**src/rtl/cbx_pkg.sv**
```systemverilog
package cbx_pkg;
    typedef enum logic [1:0] {
        TAG_NONE = 2'b00,
        TAG_C    = 2'b01,
        TAG_A    = 2'b10,
        TAG_B    = 2'b11
    } tag_e;

    typedef enum logic [1:0] {
        RD_ACC  = 2'd0,
        RD_A    = 2'd1,
        RD_B    = 2'd2,
        RD_NONE = 2'd3
    } rdsel_e;

    typedef enum logic {
        ST_IDLE  = 1'b0,
        ST_DRAIN = 1'b1
    } st_e;
endpackage

```
**src/rtl/cbx_seq.sv**
```systemverilog
module cbx_seq #(
    parameter int NR = 4,
    localparam int RW = $clog2(NR)
) (
    input  logic          clk,
    input  logic          rst_n,
    input  logic          drain_i,
    output logic          idle_o,
    output logic          drain_o,
    output logic [RW-1:0] p_o
);
    import cbx_pkg::*;

    st_e           st, st_nx;
    logic [RW-1:0] p, p_nx;

    always_ff @(posedge clk) begin
        if (!rst_n) begin
            st <= ST_IDLE;
            p  <= '0;
        end else begin
            st <= st_nx;
            p  <= p_nx;
        end
    end

    always_comb begin
        st_nx = st;
        p_nx  = p;
        unique case (st)
            ST_IDLE: begin
                if (drain_i) begin
                    st_nx = ST_DRAIN;
                    p_nx  = '0;
                end
            end
            ST_DRAIN: begin
                if (p == RW'(NR - 1)) begin
                    st_nx = ST_IDLE;
                    p_nx  = '0;
                end else begin
                    p_nx = p + 1'b1;
                end
            end
        endcase
    end

    always_comb begin
        idle_o  = (st == ST_IDLE);
        drain_o = (st == ST_DRAIN);
        p_o     = p;
    end

    // drain row position walks one step per cycle
    p_walk_r8: assert property (@(posedge clk) disable iff (!rst_n)
        (st == ST_DRAIN && p != RW'(NR - 1)) |=> (st == ST_DRAIN && p == $past(p) + 1'b1));
    // drain starts at row 0 only from idle
    p_start_r8: assert property (@(posedge clk) disable iff (!rst_n)
        (st == ST_IDLE && drain_i) |=> (st == ST_DRAIN && p == '0));
endmodule

```
**src/rtl/cbx_pe.sv**
```systemverilog
module cbx_pe #(
    parameter int NR  = 4,
    parameter int DW  = 16,
    parameter int KC  = 8,
    parameter int ROW = 0,
    localparam int RW   = $clog2(NR),
    localparam int DA   = KC / NR,
    localparam int AW_A = $clog2(DA),
    localparam int AW_B = $clog2(KC)
) (
    input  logic            clk,
    input  logic            rst_n,
    input  logic            idle_i,
    input  logic            draining_i,
    input  logic [RW-1:0]   p_i,
    input  logic            vld_i,
    input  logic [1:0]      tag_i,
    input  logic [RW-1:0]   row_i,
    input  logic [DW-1:0]   data_i,
    input  logic            repl_i,
    input  logic            start_i,
    input  logic [AW_A-1:0] rda_i,
    input  logic [AW_B-1:0] rdb_i,
    output logic [DW-1:0]   acc_o,
    output logic [DW-1:0]   a_o,
    output logic [DW-1:0]   b_o,
    output logic            drv_o
);
    import cbx_pkg::*;

    logic [DW-1:0]   acc;
    logic [DW-1:0]   amem [DA];
    logic [DW-1:0]   bmem [KC];
    logic [AW_A-1:0] pa;
    logic [AW_B-1:0] pb;

    logic accept, mine, wr_c, wr_a, wr_b;
    tag_e tag;

    always_comb begin
        tag    = tag_e'(tag_i);
        accept = idle_i && vld_i && !start_i;
        mine   = (row_i == RW'(ROW));
        wr_c   = accept && tag == TAG_C && mine;
        wr_a   = accept && tag == TAG_A && mine;
        wr_b   = accept && tag == TAG_B && (mine || repl_i);
    end

    always_ff @(posedge clk) begin
        if (!rst_n) begin
            acc <= '0;
            pa  <= '0;
            pb  <= '0;
            for (int k = 0; k < DA; k++) amem[k] <= '0;
            for (int k = 0; k < KC; k++) bmem[k] <= '0;
        end else begin
            if (start_i) begin
                pa <= '0;
                pb <= '0;
            end
            if (wr_c) acc <= data_i;
            if (wr_a) begin
                amem[pa] <= data_i;
                pa       <= pa + 1'b1;
            end
            if (wr_b) begin
                bmem[pb] <= data_i;
                pb       <= pb + 1'b1;
            end
        end
    end

    always_comb begin
        acc_o = acc;
        a_o   = amem[rda_i];
        b_o   = bmem[rdb_i];
        drv_o = draining_i && (p_i == RW'(ROW));
    end

    // own-row result element captured into the accumulator
    p_c_capture_r2: assert property (@(posedge clk) disable iff (!rst_n)
        (idle_i && vld_i && !start_i && tag_i == 2'b01 && row_i == RW'(ROW))
        |=> (acc == $past(data_i)));
    // rejected rows leave accumulator and pointers alone
    p_no_effect_r6: assert property (@(posedge clk) disable iff (!rst_n)
        (!start_i && (!vld_i || tag_i == 2'b00 || !idle_i))
        |=> ($stable(acc) && $stable(pa) && $stable(pb)));
    // phase start returns pointers to base
    p_ptr_base_r7: assert property (@(posedge clk) disable iff (!rst_n)
        start_i |=> (pa == '0 && pb == '0));
endmodule

```
**src/rtl/colbus_xfer.sv**
```systemverilog
module colbus_xfer #(
    parameter int NR = 4,
    parameter int DW = 16,
    parameter int KC = 8,
    localparam int RW   = $clog2(NR),
    localparam int AW_A = $clog2(KC / NR),
    localparam int AW_B = $clog2(KC)
) (
    input  logic             clk,
    input  logic             rst_n,
    input  logic             bus_vld_i,
    input  logic [1:0]       bus_tag_i,
    input  logic [RW-1:0]    bus_row_i,
    input  logic [NR*DW-1:0] bus_data_i,
    input  logic             repl_b_i,
    input  logic             phase_start_i,
    input  logic             drain_i,
    output logic [NR*DW-1:0] col_bus_o,
    output logic             col_vld_o,
    output logic [RW-1:0]    col_row_o,
    input  logic [RW-1:0]    rd_row_i,
    input  logic [RW-1:0]    rd_col_i,
    input  logic [1:0]       rd_sel_i,
    input  logic [AW_B-1:0]  rd_addr_i,
    output logic [DW-1:0]    rd_data_o
);
    import cbx_pkg::*;

    logic          idle, draining;
    logic [RW-1:0] p;
    logic [DW-1:0] acc_w [NR][NR];
    logic [DW-1:0] a_w   [NR][NR];
    logic [DW-1:0] b_w   [NR][NR];
    logic          drv_w [NR][NR];
    logic [DW-1:0] col_d [NR];

    cbx_seq #(.NR(NR)) u_seq (
        .clk     (clk),
        .rst_n   (rst_n),
        .drain_i (drain_i),
        .idle_o  (idle),
        .drain_o (draining),
        .p_o     (p)
    );

    for (genvar gi = 0; gi < NR; gi++) begin : g_row
        for (genvar gj = 0; gj < NR; gj++) begin : g_col
            cbx_pe #(.NR(NR), .DW(DW), .KC(KC), .ROW(gi)) u_pe (
                .clk        (clk),
                .rst_n      (rst_n),
                .idle_i     (idle),
                .draining_i (draining),
                .p_i        (p),
                .vld_i      (bus_vld_i),
                .tag_i      (bus_tag_i),
                .row_i      (bus_row_i),
                .data_i     (bus_data_i[gj*DW +: DW]),
                .repl_i     (repl_b_i),
                .start_i    (phase_start_i),
                .rda_i      (rd_addr_i[AW_A-1:0]),
                .rdb_i      (rd_addr_i),
                .acc_o      (acc_w[gi][gj]),
                .a_o        (a_w[gi][gj]),
                .b_o        (b_w[gi][gj]),
                .drv_o      (drv_w[gi][gj])
            );
        end
    end

    always_comb begin
        for (int j = 0; j < NR; j++) begin
            col_d[j] = '0;
            for (int i = 0; i < NR; i++) begin
                if (drv_w[i][j]) col_d[j] = col_d[j] | acc_w[i][j];
            end
        end
    end

    for (genvar gj = 0; gj < NR; gj++) begin : g_bus
        logic [NR-1:0] drv_col;
        always_comb begin
            for (int i = 0; i < NR; i++) drv_col[i] = drv_w[i][gj];
        end
        assign col_bus_o[gj*DW +: DW] = col_d[gj];

        // single driver per column while draining
        p_one_driver_r9: assert property (@(posedge clk) disable iff (!rst_n)
            col_vld_o |-> ($countones(drv_col) == 1));
        // no driver outside a drain
        p_no_driver_r9: assert property (@(posedge clk) disable iff (!rst_n)
            !col_vld_o |-> (drv_col == '0));
    end

    assign col_vld_o = draining;
    assign col_row_o = p;

    always_comb begin
        unique case (rdsel_e'(rd_sel_i))
            RD_ACC:  rd_data_o = acc_w[rd_row_i][rd_col_i];
            RD_A:    rd_data_o = a_w[rd_row_i][rd_col_i];
            RD_B:    rd_data_o = b_w[rd_row_i][rd_col_i];
            RD_NONE: rd_data_o = '0;
        endcase
    end
endmodule

```
**config.mk**
```make
export PLATFORM = sky130hd
export DESIGN_NAME = colbus_xfer
export DESIGN_NICKNAME = d
export VERILOG_FILES = /design/src/rtl/cbx_pkg.sv /design/src/rtl/cbx_seq.sv /design/src/rtl/cbx_pe.sv /design/src/rtl/colbus_xfer.sv
export SDC_FILE = /design/constraint.sdc
export NUM_CORES = 2
export LEC_CHECK = 0
export BUFFER_PORTS_ARGS = -buffer_cell sky130_fd_sc_hd__clkbuf_2
export CAP_MARGIN = 20
export CORE_ASPECT_RATIO = 1.4
export CORE_MARGIN = 2
export CORE_UTILIZATION = 40
export CTS_BUF_LIST = sky130_fd_sc_hd__clkbuf_4 sky130_fd_sc_hd__clkbuf_8
export DETAILED_ROUTE_END_ITERATION = 10
export GPL_TIMING_DRIVEN = 1
export SLEW_MARGIN = 20
export SYNTH_ARGS = -nofsm -noshare
export SYNTH_HDL_FRONTEND = slang
export SYNTH_SLANG_ARGS = --single-unit
```
**constraint.sdc**
```tcl
create_clock -name clk -period 3.1 [get_ports clk]
set_clock_uncertainty 0.1 [all_clocks]
set_input_delay 0.31 -clock clk [delete_from_list [all_inputs] [get_ports clk]]
set_output_delay 0.31 -clock clk [all_outputs]
set_load 0.01 [all_outputs]
```
# Word level (Yosys, flattened, before mapping)
# Memories as Yosys holds them, arrays and structs flattened.
# Index checks and enable logic that the tools add are counted.
[classes] n_addsub=33 n_lt_le_gt_ge=2 eq_ne=13 n_mux=196 bitwise_logic=15 reduce_logical=69
[op_table] cell="16-bit 2-to-1 mux" count=54
[op_table] cell="16-bit OR reduction" count=32
[op_table] cell="64-bit binary-select mux with 2-bit select" count=3
[op_table] cell="64-bit 2-to-1 mux" count=6
[op_table] cell="16-bit OR" count=12
[op_table] cell="3-bit 2-to-1 mux" count=33
[op_table] cell="16-bit binary-select mux with 2-bit select" count=3
[op_table] cell="1-bit 2-to-1 mux" count=92
[op_table] cell="16-bit case mux with 4 select lines" count=1
[op_table] cell="3-bit by 1-bit adder with 3-bit output, second input constant" count=16
[op_table] cell="1-bit logical AND" count=21
[op_table] cell="1-bit adder, second input constant" count=16
[op_table] cell="2-bit == test, second input constant" count=8
[op_table] cell="2-bit nonzero test" count=8
[op_table] cell="2-bit by 1-bit == test with 1-bit output, second input constant" count=4
[op_table] cell="3-bit >= comparator, second input constant" count=2
[op_table] cell="2-bit logical NOT" count=3
[op_table] cell="2-bit NOT with 3-bit output" count=2
[op_table] cell="1-bit logical OR" count=4
[op_table] cell="2-bit 2-to-1 mux" count=2
[op_table] cell="2-bit case mux with 2 select lines" count=1
[op_table] cell="2-bit by 1-bit adder with 2-bit output, second input constant" count=1
[op_table] cell="2-bit != test, second input constant" count=1
[op_table] cell="1-bit case mux with 2 select lines" count=1
[op_table] cell="2 further kinds" count=2
[word_totals] reg_bits=323 mem_bits_rw=2560 input_bits=83 elab_cells=410 n_memories=32
[memory_table] memory="g_row[0].g_col[0].u_pe.bmem" words=8 width=16 read_ports=1 rd_clocked_by_memory_dff=0 write_ports=8 line_no="cbx_pe.sv:33" source="logic [DW-1:0] bmem [KC];"
[memory_table] memory="g_row[0].g_col[1].u_pe.bmem" words=8 width=16 read_ports=1 rd_clocked_by_memory_dff=0 write_ports=8 line_no="cbx_pe.sv:33"
[memory_table] memory="g_row[0].g_col[2].u_pe.bmem" words=8 width=16 read_ports=1 rd_clocked_by_memory_dff=0 write_ports=8 line_no="cbx_pe.sv:33"
[memory_table] memory="g_row[0].g_col[3].u_pe.bmem" words=8 width=16 read_ports=1 rd_clocked_by_memory_dff=0 write_ports=8 line_no="cbx_pe.sv:33"
[memory_table] memory="g_row[1].g_col[0].u_pe.bmem" words=8 width=16 read_ports=1 rd_clocked_by_memory_dff=0 write_ports=8 line_no="cbx_pe.sv:33"
[memory_table] memory="g_row[1].g_col[1].u_pe.bmem" words=8 width=16 read_ports=1 rd_clocked_by_memory_dff=0 write_ports=8 line_no="cbx_pe.sv:33"
[memory_table] memory="+26 memories"

# Logic depth before layout (Yosys ltp)
[logic_depth] depth_word=10 ltp_mapped=11 depth_no_buf=6

# Cells and area by module
# From an unflattened synthesis, not the netlist that was laid out.
[hier_totals] hier_cells=9713 hier_area_um2=141201.7
[by_module_without_submodules] module="cbx_pe (g_row[1].g_col[0].u_pe ...)" n_inst=8 cells_each=564 area_per_inst_um2=8212.9 seq_area_each_um2=5205.0
[by_module_without_submodules] module="cbx_pe (g_row[3].g_col[0].u_pe ...)" n_inst=4 cells_each=549 area_per_inst_um2=8553.2 seq_area_each_um2=5205.0
[by_module_without_submodules] module="cbx_pe (g_row[0].g_col[0].u_pe)" n_inst=1 cells_each=554 area_per_inst_um2=8493.1 seq_area_each_um2=5205.0
[by_module_without_submodules] module="cbx_pe (g_row[0].g_col[1].u_pe)" n_inst=1 cells_each=551 area_per_inst_um2=8316.7 seq_area_each_um2=5205.0
[by_module_without_submodules] module="cbx_pe (g_row[0].g_col[3].u_pe)" n_inst=1 cells_each=552 area_per_inst_um2=8289.2 seq_area_each_um2=5205.0
[by_module_without_submodules] module="cbx_pe (g_row[0].g_col[2].u_pe)" n_inst=1 cells_each=545 area_per_inst_um2=8209.1 seq_area_each_um2=5205.0
[by_module_without_submodules] module="colbus_xfer" n_inst=1 cells_each=790 area_per_inst_um2=7841.3 seq_area_each_um2=0.0
[by_module_without_submodules] module="cbx_seq" n_inst=1 cells_each=13 area_per_inst_um2=136.4 seq_area_each_um2=60.1

# Worst setup path before layout
# Ideal clock, no wire load.
[synth_timing] kind="input -> register" start="input phase_start_i" end="memory g_row[1].g_col[0].u_pe.amem[0][0], enable pin" setup_time_ns=0.411 arrival_ns=2.558 slack_ns=0.031 stages=5 n_path_buf=1 path_cell_list="buf_2 -> nand3b_1 -> nor3_1 -> nand2_1 -> o21ai_0"
[synth_rtl] element="start, declared" line_no="colbus_xfer.sv:16" source="input logic phase_start_i,"
[synth_rtl] element="end, declared" line_no="cbx_pe.sv:32" source="logic [DW-1:0] amem [DA];"

# Worst setup path after layout
[layout_timing] start="input rd_addr_i[0]" end="output rd_data_o[12]"
[layout_via] elab_chain_cells=8
[layout_lines] element="start, declared" line_no="colbus_xfer.sv:24" source="input logic [AW_B-1:0] rd_addr_i,"
[layout_lines] element="memory 8 x 16 bit / memory 2 x 16 bit (equally long branches)"
[layout_lines] element="64-bit binary-select mux with 2-bit select, on equally long branches" line_no="colbus_xfer.sv:101, colbus_xfer.sv:100"
[layout_lines] element="64-bit 2-to-1 mux, on equally long branches (2 in series)" line_no="colbus_xfer.sv:101, colbus_xfer.sv:100"
[layout_lines] element="16-bit binary-select mux with 2-bit select, on equally long branches" line_no="colbus_xfer.sv:101, colbus_xfer.sv:100"
[layout_lines] element="16-bit 2-to-1 mux, on equally long branches (2 in series)" line_no="colbus_xfer.sv:101, colbus_xfer.sv:100"
[layout_lines] element="16-bit case mux with 4 select lines *" line_no="colbus_xfer.sv:98" source="unique case (rdsel_e'(rd_sel_i))"
[layout_lines] element="end, declared" line_no="colbus_xfer.sv:25" source="output logic [DW-1:0] rd_data_o"
# Mark *: on every way between the ends. The rest lies on a longest branch, timed or not. The select of a mux whose other input is x is not followed.

==> impl_results.md <==
* Vias at 86800
* Mapped Cells at 9750
* Final WL at ~450000 µm
* Top fanout value on the critical path at 31
* Worst Path Required at 2.69 ns
* 1st-iter DRT viols at 9812
* DRT Pass-1 Iters at 6
* Core Footprint at 331300 µm²
* Max_cap viols at 0
* Register area share after synthesis at 0.6261
* Via/cell ratio at 5.660
* Avg Inst Size Synth at between 10 and 15 µm²
* Final setup margin at -0.8256 ns
* Final setup viols at 70
* Worst skew pair latency at 1.05 ns
* Initial Util at 0.4018
* Worst Hold Class: input port to register
* Max_slew headroom at 0.1942
* Slew @ Worst Pin at 1.209 ns
* Cell variety after synth at 50
* Post-route clock period utilization at 1.266
* Vias in the first global route at 88220
* Reg power frac at 0.521
* Total congestion overflow at 0
* Largest net degree at the start of global routing at 231
* Top FF cell, synth: edfxtp_1
* Final cell count without fillers at 15340
* Crit path from: rd_addr_i[0]
* CTS Buffer Depth at 4
* P_leak at 60.05 nW
* Initial antenna violation count at 31
* # port buffers at 165
* Clock root buffer: clkbuf_8
* Slew Limit Fails at 0
* CTS clk-pin slew, worst paths at approximately 0.060 ns
* Filler instances at 28750
* Die height at between 600 and 700 µm
* Hold Violations, Final at 0
* Post-synth ARST share at 0
* Reg2Reg Setup Slack at roughly 0.34 ns
* PwrDens at 529.9 nW/µm²
* Share of cells above drive strength 1 at 0.2659
* Worst VDD drop at around 0.35 mV
* Crit end category: output port
* Hold path start: bus_data_i[48]
* Placed insts at between 10000 and 15000
* Hold WS at 0.08442 ns
* Final GP Congestion at 0.9683
* Antenna Nets Post-Route at 0
* Synthesis-to-layout area growth at 18.74%
* TritonCTS clock tree: yes
* Mapped Nets at about 9900
* Htree depth at 5
* Final nets at 10630
* Hold Path Depth at 3
* Total Negative Setup Slacks at -15.10 ns
* Failing checks: setup timing
* Reg-to-reg startpoint: u_seq.drain_o
* Reg2Reg Depth at 9
* #FFs+latches synth at 2883
* DR WL/cell at 29.05 µm
* Comb pwr share at 0.087
* Rows at 250
* RSZ-0062 raised after global routing: true
* Post-layout minimum cycle time at 3.926 ns
* Post-synthesis cell area at 133100 µm²
* Worst path arrival time at 3.52 ns
* CTS sink count at a little under 3000
* Internal Power at 63.36 mW
* # DRC at 0
* NetSw at 20.38 mW
* Die Area at 337500 µm²
* YS warnings at 0
* Worst Hold End: g_row[1].g_col[3].u_pe.acc_o[0]
* Outcome: finished, violations left
* GRT Total Usage at 0.2583
* EDFF count, synth at approximately 2600
* Post-DP HPWL at 297500 µm
* CP startpoint kind: input port
* Die X-Extent at just under 500 µm
* First-pass GRT wire length at between 600000 and 700000 µm
* Reg2reg end: g_row[3].g_col[0].u_pe.bmem[4][4]
* I/O pin cnt at 166
* Dpl ws at -1.017 ns
* F_max at 254.7 MHz
* CP Class: input port to output port
* Net Sw Frac at 0.2434
* Clock network fraction of design power at 0.391
* CTS Buf Count at around 460
worst max-delay path by stage:
stage               depth (start not counted)                                 to  slack, ns
floorplan                                   5  g_row[1].g_col[0].u_pe.amem[0][0]       0.03
global placement                           10                       rd_data_o[3]      -1.04
detailed placement                         10                       rd_data_o[3]      -1.02
CTS                                         7                       rd_data_o[7]      -0.90
global route                                9                      rd_data_o[10]      -0.87
finish                                     12                      rd_data_o[12]      -0.83
power by group through the flow:
stage / registers, mW / clock network, mW / logic (mW)
2_1_floorplan: 44.4 / 0 / 3.36
5_1_grt: 43.8 / 34.8 / 7.52
6_report: 43.7 / 32.8 / 7.31
3_3_place_gp: 44.4 / 0 / 6.79
4_1_cts: 43.7 / 33.2 / 7.22
3_5_place_dp: 44.5 / 0 / 6.84
Yosys cell counts (20+ instances only):
cell      number  area share
mux2_2        32      0.0027
o21ai_0      109      0.0041
nand2b_1     120      0.0056
a22oi_1      528       0.030
ha_1          20      0.0019
a21oi_1      180      0.0068
nand3_1       40      0.0015
nor2_1        90      0.0025
nor3_1        55      0.0021
and3_1       516       0.024
nor4_1        28      0.0013
buf_4         28      0.0016
nand2_1      670       0.019
buf_1         63      0.0018
dfxtp_1      323       0.049
buf_2         80      0.0030
mux4_2       496       0.084
buf_6         26      0.0022
edfxtp_1    2560        0.58
and2_1      2076       0.098
mux2i_1      424       0.032
nor2b_1       37      0.0017
a21boi_0     261       0.015
clkbuf_1     798       0.023
critical path, cell delays in order:
cell     delay, ns
buf_8         0.19
buf_12        0.21
buf_12        0.19
buf_12        0.18
buf_12        0.28
mux4_2        0.55
a22oi_1       0.22
a21oi_1       0.26
buf_4         0.21
nor4_1        0.48
o21ai_2       0.16
buf_2         0.18
final cells by class:
type                       instances  area [µm²]  area share
sequential                      2883       83350      0.5274
multi-input combinational       5854       47660      0.3016
timing repair buffer            1311       12340     0.07805
clock buffer                     655        7920     0.05011
tap                             4410        5518     0.03491
clock inverter                   191        1155    0.007307
inverter                          18       72.57   0.0004592
antenna                           14       35.03   0.0002217
flip-flops by register name, summed over array words and instances (netlist names):
register and flops:
g_row.g_col.u_pe.amem 512, g_row.g_col.u_pe.pb 48, g_row.g_col.u_pe.pa 16, g_row.g_col.u_pe.bmem 2048, u_seq.p_o 2, g_row.g_col.u_pe.acc_o 256, u_seq.drain_o 1
logic make-up after synthesis:
family / synth area share
AO/OA/AOI/OAI: 0.06144
XOR/XNOR: 0.001053
adder cells (fa/ha/maj): 0.001880
buffers and inverters: 0.03169
flip-flops: 0.6261
multiplexers: 0.1185
AND/OR/NAND/NOR: 0.1593
stage by stage:
step                      power, mW  cell area [µm²]  utilization
final                         83.75           158000       0.4771
after global routing          86.09           158000       0.4770
after CTS                     84.15           157600       0.4756
after detailed placement      51.33           145000       0.4379
after global placement        51.19           145000       0.4378
after floorplan               47.72           133100            -
layout by cell type (no fill, tap or decap), types with 16 or more instances in the layout:
cell type and instances:
xor2_1 16, nand3_1 39, nand2_4 35, nor2b_1 31, a22oi_1 369, mux2_2 32, nor3_1 44, nand2_1 607
inv_1 16, clkbuf_8 481, nand2_2 28, edfxtp_1 2560, nor3_2 18, o21ai_0 18, a21oi_1 165, nor4_2 23
dlygate4sd3_1 54, o41ai_1 16, clkinv_2 47, nor2_1 83, ha_1 16, buf_8 58, nand4_1 16, buf_12 139
nand2b_1 119, clkbuf_2 95, buf_4 904, mux4_2 496, mux2i_1 423, and3_1 514, buf_6 44, a21boi_0 261
a22oi_2 159, and2_1 2064, o21ai_1 79, clkbuf_4 175, dfxtp_1 320, clkinv_1 116
repair_timing:
item	CTS	global route
setup endpoints to repair	80	80
cloned	16	1
pin swaps	158	114
endpoints found under the hold margin	669	3
hold buffers	53	1
gates resized for setup	472	166
buffers inserted	47	8
per-layer routing:
layer  GRT usage  share of wire  up-vias
met3     0.04711          0.078      993
li1            -              -    37530
met5           0       0.000088        -
met2      0.4337           0.49     3867
met4      0.1667          0.074        6
met1      0.3047           0.36    44400
(Power assumes the default switching activity.)
